### src/rtl/por_seq_pkg.sv
package por_seq_pkg;
  localparam int NST    = 5;
  localparam int S_POR  = 0;
  localparam int S_PWRT = 1;
  localparam int S_OST  = 2;
  localparam int S_PLL  = 3;
  localparam int S_DONE = 4;

  localparam logic [2:0] MODE_HSPLL = 3'd3;

  function automatic logic is_crystal(input logic [2:0] mode);
    return (mode <= 3'd3);
  endfunction

  function automatic logic is_pll(input logic [2:0] mode);
    return (mode == MODE_HSPLL);
  endfunction
endpackage

### src/rtl/tick_sync.sv
module tick_sync #(
  parameter int STAGES = 2
) (
  input  logic clk,
  input  logic rst,
  input  logic tick_i,
  output logic pulse_o
);
  logic [STAGES-1:0] sync_q;
  logic              last_q;

  always_ff @(posedge clk) begin
    if (rst) begin
      sync_q <= '0;
      last_q <= 1'b0;
    end else begin
      sync_q <= {sync_q[STAGES-2:0], tick_i};
      last_q <= sync_q[STAGES-1];
    end
  end

  assign pulse_o = sync_q[STAGES-1] & ~last_q;
endmodule

### src/rtl/stage_cnt.sv
module stage_cnt #(
  parameter int LIMIT = 16
) (
  input  logic clk,
  input  logic clr,
  input  logic en,
  input  logic step,
  output logic done_o
);
  localparam int W = $clog2(LIMIT + 1);
  localparam logic [W-1:0] LIM = W'(LIMIT);

  logic [W-1:0] cnt_q;

  assign done_o = (cnt_q == LIM);

  always_ff @(posedge clk) begin
    if (clr) cnt_q <= '0;
    else if (en && step && !done_o) cnt_q <= cnt_q + 1'b1;
  end
endmodule

### src/rtl/seq_fsm.sv
module seq_fsm
  import por_seq_pkg::*;
(
  input  logic           clk,
  input  logic           por,
  input  logic           pwrt_en_n,
  input  logic [2:0]     mode,
  input  logic [2:0]     done,
  output logic [NST-1:0] state_q,
  output logic [NST-1:0] state_d
);
  always_comb begin
    state_d = '0;
    unique case (1'b1)
      state_q[S_POR]:  state_d[S_PWRT] = 1'b1;
      state_q[S_PWRT]: if (pwrt_en_n || done[0]) state_d[S_OST] = 1'b1;
                       else state_d[S_PWRT] = 1'b1;
      state_q[S_OST]:  if (!is_crystal(mode) || done[1]) state_d[S_PLL] = 1'b1;
                       else state_d[S_OST] = 1'b1;
      state_q[S_PLL]:  if (!is_pll(mode) || done[2]) state_d[S_DONE] = 1'b1;
                       else state_d[S_PLL] = 1'b1;
      default:         state_d[S_DONE] = 1'b1;
    endcase
  end

  always_ff @(posedge clk) begin
    if (por) state_q <= NST'(1) << S_POR;
    else     state_q <= state_d;
  end
endmodule

### src/rtl/por_seq_top.sv
module por_seq_top
  import por_seq_pkg::*;
#(
  parameter int PWRT_TICKS = 2048,
  parameter int OST_TICKS  = 1024,
  parameter int PLL_TICKS  = 63,
  parameter int SYNC_FF    = 2
) (
  input  logic       clk,
  input  logic       por_i,
  input  logic       ext_rst_n_i,
  input  logic       pwrt_en_n_i,
  input  logic [2:0] osc_mode_i,
  input  logic       intrc_tick_i,
  input  logic       osc_tick_i,
  output logic       core_rst_o
);
  localparam int NTB = 2;

  logic [NTB-1:0] tick_raw;
  logic [NTB-1:0] tick_pls;
  logic [2:0]     stage_done;
  logic [NST-1:0] state_q;
  logic [NST-1:0] state_d;
  logic           core_rst_q;

  assign tick_raw = {osc_tick_i, intrc_tick_i};

  for (genvar g = 0; g < NTB; g++) begin : g_sync
    tick_sync #(.STAGES(SYNC_FF)) u_sync (
      .clk    (clk),
      .rst    (por_i),
      .tick_i (tick_raw[g]),
      .pulse_o(tick_pls[g])
    );
  end

  stage_cnt #(.LIMIT(PWRT_TICKS)) u_pwrt_cnt (
    .clk(clk), .clr(por_i), .en(state_q[S_PWRT]),
    .step(tick_pls[0]), .done_o(stage_done[0])
  );

  stage_cnt #(.LIMIT(OST_TICKS)) u_ost_cnt (
    .clk(clk), .clr(por_i), .en(state_q[S_OST]),
    .step(tick_pls[1]), .done_o(stage_done[1])
  );

  stage_cnt #(.LIMIT(PLL_TICKS)) u_pll_cnt (
    .clk(clk), .clr(por_i), .en(state_q[S_PLL]),
    .step(tick_pls[0]), .done_o(stage_done[2])
  );

  seq_fsm u_fsm (
    .clk      (clk),
    .por      (por_i),
    .pwrt_en_n(pwrt_en_n_i),
    .mode     (osc_mode_i),
    .done     (stage_done),
    .state_q  (state_q),
    .state_d  (state_d)
  );

  always_ff @(posedge clk) begin
    if (por_i) core_rst_q <= 1'b1;
    else       core_rst_q <= !state_d[S_DONE] || !ext_rst_n_i;
  end

  assign core_rst_o = core_rst_q;
endmodule

### config.mk
export PLATFORM = sky130hd
export DESIGN_NAME = por_seq_top
export DESIGN_NICKNAME = d
export VERILOG_FILES = /design/src/rtl/por_seq_pkg.sv /design/src/rtl/tick_sync.sv /design/src/rtl/stage_cnt.sv /design/src/rtl/seq_fsm.sv /design/src/rtl/por_seq_top.sv
export SDC_FILE = /design/constraint.sdc
export NUM_CORES = 1
export LEC_CHECK = 0
export BUFFER_PORTS_ARGS = -buffer_cell sky130_fd_sc_hd__buf_2
export CAP_MARGIN = 10
export CORE_ASPECT_RATIO = 1.1
export CORE_UTILIZATION = 45
export CTS_BUF_LIST = sky130_fd_sc_hd__clkbuf_8
export CTS_CLUSTER_DIAMETER = 50
export CTS_CLUSTER_SIZE = 14
export DETAILED_ROUTE_END_ITERATION = 10
export PLACE_DENSITY = 0.71
export SETUP_SLACK_MARGIN = 0.4
export SYNTH_ARGS = -nofsm -noshare
export SYNTH_HDL_FRONTEND = slang
export SYNTH_SLANG_ARGS = --single-unit
### constraint.sdc
create_clock -name clk -period 2.8 [get_ports clk]
set_input_delay 0.14 -clock clk [delete_from_list [all_inputs] [get_ports clk]]
set_output_delay 0.14 -clock clk [all_outputs]
set_load 0.02 [all_outputs]
Word level (Yosys, flattened, before mapping)
Cells that the tools add are included.
{"block": "totals", "word_cells": 51, "out_inout_bits": 1, "in_bits": 9, "register_bits": 40}
{"block": "classes", "muxes": 11, "reduce_logical": 18, "n_addsub": 3, "n_lt_le_gt_ge": 1, "bitwise_logic": 4, "eq_ne": 4}
{"operator": "$add A12 B1 Y12 const B", "count": 1}
{"operator": "$eq A12 B12 Y1 const B", "count": 1}
{"operator": "$add A11 B1 Y11 const B", "count": 1}
{"operator": "$eq A11 B11 Y1 const B", "count": 1}
{"operator": "$pmux W1 S2", "count": 4}
{"operator": "$logic_not A1 Y1", "count": 7}
{"operator": "$mux W1", "count": 7}
{"operator": "$add A6 B1 Y6 const B", "count": 1}
{"operator": "$eq A6 B6 Y1 const B", "count": 1}
{"operator": "$logic_and A1 B1 Y1", "count": 6}
{"operator": "$logic_or A1 B1 Y1", "count": 4}
{"operator": "$eq A3 B2 Y1 const B", "count": 1}
{"operator": "$le A3 B2 Y1 const B", "count": 1}
{"operator": "$reduce_or A3 Y1", "count": 1}
{"operator": "$and A1 B1 Y1", "count": 2}
{"operator": "$not A1 Y1", "count": 2}

Longest topological paths before layout
{"block": "depth", "ltp_word": 7, "depth_mapped": 6, "ltp_nobuf": 6}

Modules after synthesis
A second synthesis with hierarchy kept.
{"block": "hier_totals", "cells_unflattened": 200, "hier_area_um2": 1874.3}
{"mod": "stage_cnt (u_pwrt_cnt)", "area_each_um2": 595.6, "seq_area_each_um2": 240.2, "cells_each": 66, "n_inst": 1}
{"mod": "stage_cnt (u_ost_cnt)", "area_each_um2": 536.8, "seq_area_each_um2": 220.2, "cells_each": 60, "n_inst": 1}
{"mod": "stage_cnt (u_pll_cnt)", "area_each_um2": 331.6, "seq_area_each_um2": 120.1, "cells_each": 35, "n_inst": 1}
{"mod": "seq_fsm", "area_each_um2": 207.7, "seq_area_each_um2": 100.1, "cells_each": 23, "n_inst": 1}
{"mod": "tick_sync", "area_each_um2": 87.6, "seq_area_each_um2": 60.1, "cells_each": 7, "n_inst": 2}
{"mod": "por_seq_top", "area_each_um2": 27.5, "seq_area_each_um2": 20.0, "cells_each": 2, "n_inst": 1}

Least setup slack after synthesis
No wires, ideal clock.
{"block": "synth_path", "path_kind": "flip-flop to flip-flop", "from": "register u_pwrt_cnt.cnt_q[0]", "to": "register u_pwrt_cnt.cnt_q[2]", "synth_period_minus_slack_ps": 1509, "setup_time_ps": 116, "arrival_ps": 1392, "path_stages_with_launch": 7, "required_time_ps": 2684, "setup_slack_ps": 1291, "n_path_buf": 0, "path_cell_list": "dfxtp_1 inv_1 ha_1 nor4b_2 a31oi_2 a21oi_1 a31o_2"}
{"block": "synth_between", "elab_chain_cells": 3, "word_cells_on_any_way": 4, "cone_classes": "add/sub: 1; eq/ne: 1; reduce/logical: 2"}
{"item": "start, declared", "line_no": "stage_cnt.sv:13", "source": "logic [W-1:0] cnt_q;"}
{"item": "start signal, assigned", "line_no": "stage_cnt.sv:19", "source": "else if (en && step && !done_o) cnt_q <= cnt_q + 1'b1;"}
{"item": "parallel branches: the longest is 3 deep, another holds $add A12 B1 Y12"}
Several ways; the timed one is not identified.
A chain may end at the register's enable or synchronous reset.

Worst setup path in the final report
Ends and elaborated chain as after synthesis.

==> metrics.md <==
| Metric | Value |
|---|---|
| DP Worst Slack | 1.19 ns |
| Critical setup path kind | flop to flop |
| Routed WL per cell | 11.7 um |
| Register area share after synthesis | 0.449 |
| # DRC | 0 |
| CTS tree | yes |
| Post-layout total power | ~0.0011 W |
| # rows | 23 |
| Via count | 1376 |
| Die width | 62.0 um |
| DP Area | 0.00188 mm2 |
| Number of global-route vias before repair | 1282 |
| Area leader, netlist | dfxtp_1 |
| Final WL | 3050 um |
| YS warnings | 0 |
| Main synth FF type | dfxtp_1 |
| Hold-fix buffers, CTS | 0 |
| Area added between synthesis and finish | 11.6% |
| Synthesized cell area | 0.00178 mm2 |
| Fmax | 612 MHz |
| GP Congestion | 0.881 |
| PortBufs | 9 |
| Critical path fanouts, max | 6 |
| Syn avg cell area | 9.01 um2 |
| Worst-case clock skew | 0.00957 ns |
| Leak pwr | 0.712 nW |
| Status | finished, final reports clean |
| Tmin final | 1.63 ns |
| Rel. slew slack | 0.702 |
| Slew Limit Fails | 0 |
| # setup viols final | 0 |
| Avg Vias per Cell | 5.25 |
| Post-DRT Antenna Nets | 0 |
| Violation count after the first detailed-routing iteration | 110 |
| Share of layout cells above drive strength 1 | 0.137 |
| CORE AREA | 0.00371 mm2 |
| HP Class | input pin to flop |
| Synth unique cells | 39 |
| Clk buf depth | 2 |
| Initial Utilization | 0.481 |
| Worst Hold Slack | roughly 0.056 ns |
| Post-synth top area share | 0.449 |
| Post-Syn Instances | 198 |
| Antenna cells | 0 |
| Die area | 0.00422 mm2 |
| Most frequent cell after synthesis | dfxtp_1 |
| Post-synth top cells | 40 x dfxtp_1, 25 x nor2_1, 15 x nand2_1 |
| Final setup margin | 1.17 ns |
| Clock edge transition at the registers on the reported setup and hold paths | 0.08 ns |
| # IOs | 10 |
| WP data required | around 3 ns |
| Crit path capture type | flop |
| Number of synthesized register bits | 40 |
| Post-Syn Nets | between 200 and 250 |
| Setup crit start kind | flop |
| Num Clock Sinks | 40 |
| First-pass GRT wire length | 5440 um |
| CTS Buf Count | 5 |
| CTS resizes | 0 |
| RSZ-0062 raised after global routing | false |
| Total track usage | 0.174 |
| Root buffer cell | clkbuf_8 |
| FILL cells | 345 |
| CP Data Arrival Time | 1.82 ns |
| HPWL Detailed | 2150 um |
| Initial antenna violation count | 0 |
| Highest ir drop seen on vdd | 280 uV |
| Final Hold Fails | 0 |
| Nets | roughly 230 |
| Max cap viols | 0 |
| Worst slew pin tran | 0.442 ns |
| Die height | between 60 and 70 um |
| Largest net degree at the start of global routing | 22 |
| Number of synthesized flops with an enable pin | 0 |
| Post-synth ARST share | 0 |
| Synth top area cells | dfxtp_1 45%, xnor2_1 5.9%, nor2_1 5.3% |
| Fin area | approximately 0.0020 mm2 |
| First-pass detailed-route iteration total | 4 |
| Setup Total Neg Slack | 0 ns |
| CTS H-tree lvls | 2 |
| Skew-Pair Late Insertion Delay | 0.28 ns |
| Final worst path period share | 0.584 |
| Pwr dens | 535 mW/mm2 |
| Grt ovf | 0 |
| Post-CTS setup buffer count | 0 |
-- through the flow --
stage               std cells   util
floorplan                 198      -
global placement          254  0.508
detailed placement        254  0.508
CTS                       262  0.537
global route              262  0.537
finish                    262  0.537
-- sequential cells by signal, indices dropped and copies added, names as in the netlist --
name / cells
u_fsm.state_q: 4
g_sync.u_sync.last_q: 2
core_rst_o: 1
u_ost_cnt.cnt_q: 11
u_pll_cnt.cnt_q: 6
u_pwrt_cnt.cnt_q: 12
g_sync.u_sync.sync_q: 4
-- report_power, final --
group	switching, W	total (W)	leakage [nW]	internal (W)
logic	0.0000199	0.0000335	0.328	0.0000136
clock network	0.000191	0.000452	0.0593	0.000261
registers	0.00000517	0.000581	0.324	0.000576
total	0.000216	0.00107	0.712	0.000850
-- per-layer routing --
metal	wire, um	global-route usage	vias up
li1	-	-	715
met1	1530	0.222	639
met2	1420	0.277	20
met3	92	0.0397	2
met4	13	0.0778	0
met5	0	0	-
-- worst max-delay path, cell delays in order (launching register included) --
cell,delay (ns)
dfxtp_1,0.40
inv_1,0.06
ha_1,0.19
nor4b_2,0.17
a31oi_2,0.38
a21oi_1,0.12
a31o_2,0.22
-- area by class of cell --
cell class,count,area [um2],share of cell area
timing repair buffer,10,52.6,0.0264
inverter,11,41.3,0.0207
tap,50,62.6,0.0314
clock inverter,3,38.8,0.0195
clock buffer,5,68.8,0.0345
sequential,40,801,0.402
multi-input combinational,143,927,0.465
-- cells by family (layout without fill, tap and decap cells) --
group	after synthesis	count (layout)	share of synthesized area
AOI/OAI and AO/OA	25	25	0.0968
xor gates and xnor gates	16	16	0.0785
adders and majority gates	5	5	0.0351
buffers and inverters	15	29	0.0316
DFF	40	40	0.449
muxes	4	4	0.0224
and+or+nand+nor	93	93	0.287
-- worst paths after layout --
kind	cells after the start	startpoint	to	slack, ns
worst max register to register	6	u_pwrt_cnt.cnt_q[0]	u_pwrt_cnt.cnt_q[2]	1.17
worst max-delay path	6	u_pwrt_cnt.cnt_q[0]	u_pwrt_cnt.cnt_q[2]	1.17
worst min-delay path	2	ext_rst_n_i	core_rst_o	0.06
worst min register to register	1	g_sync[0].u_sync.sync_q[0]	g_sync[0].u_sync.sync_q[1]	0.43
-- cell usage in the layout, fill, tap and decap left out, types with 2 or more instances in the layout --
cell type / count
o21ai_0: 5
dfxtp_1: 40
a31oi_1: 2
xor2_1: 4
nand2b_1: 2
a41oi_1: 2
nand3_1: 9
nor2_1: 25
buf_2: 9
a31o_2: 2
nor3_1: 7
mux2i_1: 4
nor4_2: 2
nor4_1: 7
nor2b_1: 7
nand4_1: 3
or3_1: 4
xnor2_1: 12
a21oi_1: 7
o2111ai_1: 2
and2_1: 2
nand2_1: 15
ha_1: 5
inv_1: 12
clkbuf_8: 5
Power figures use the tool's default switching activity.
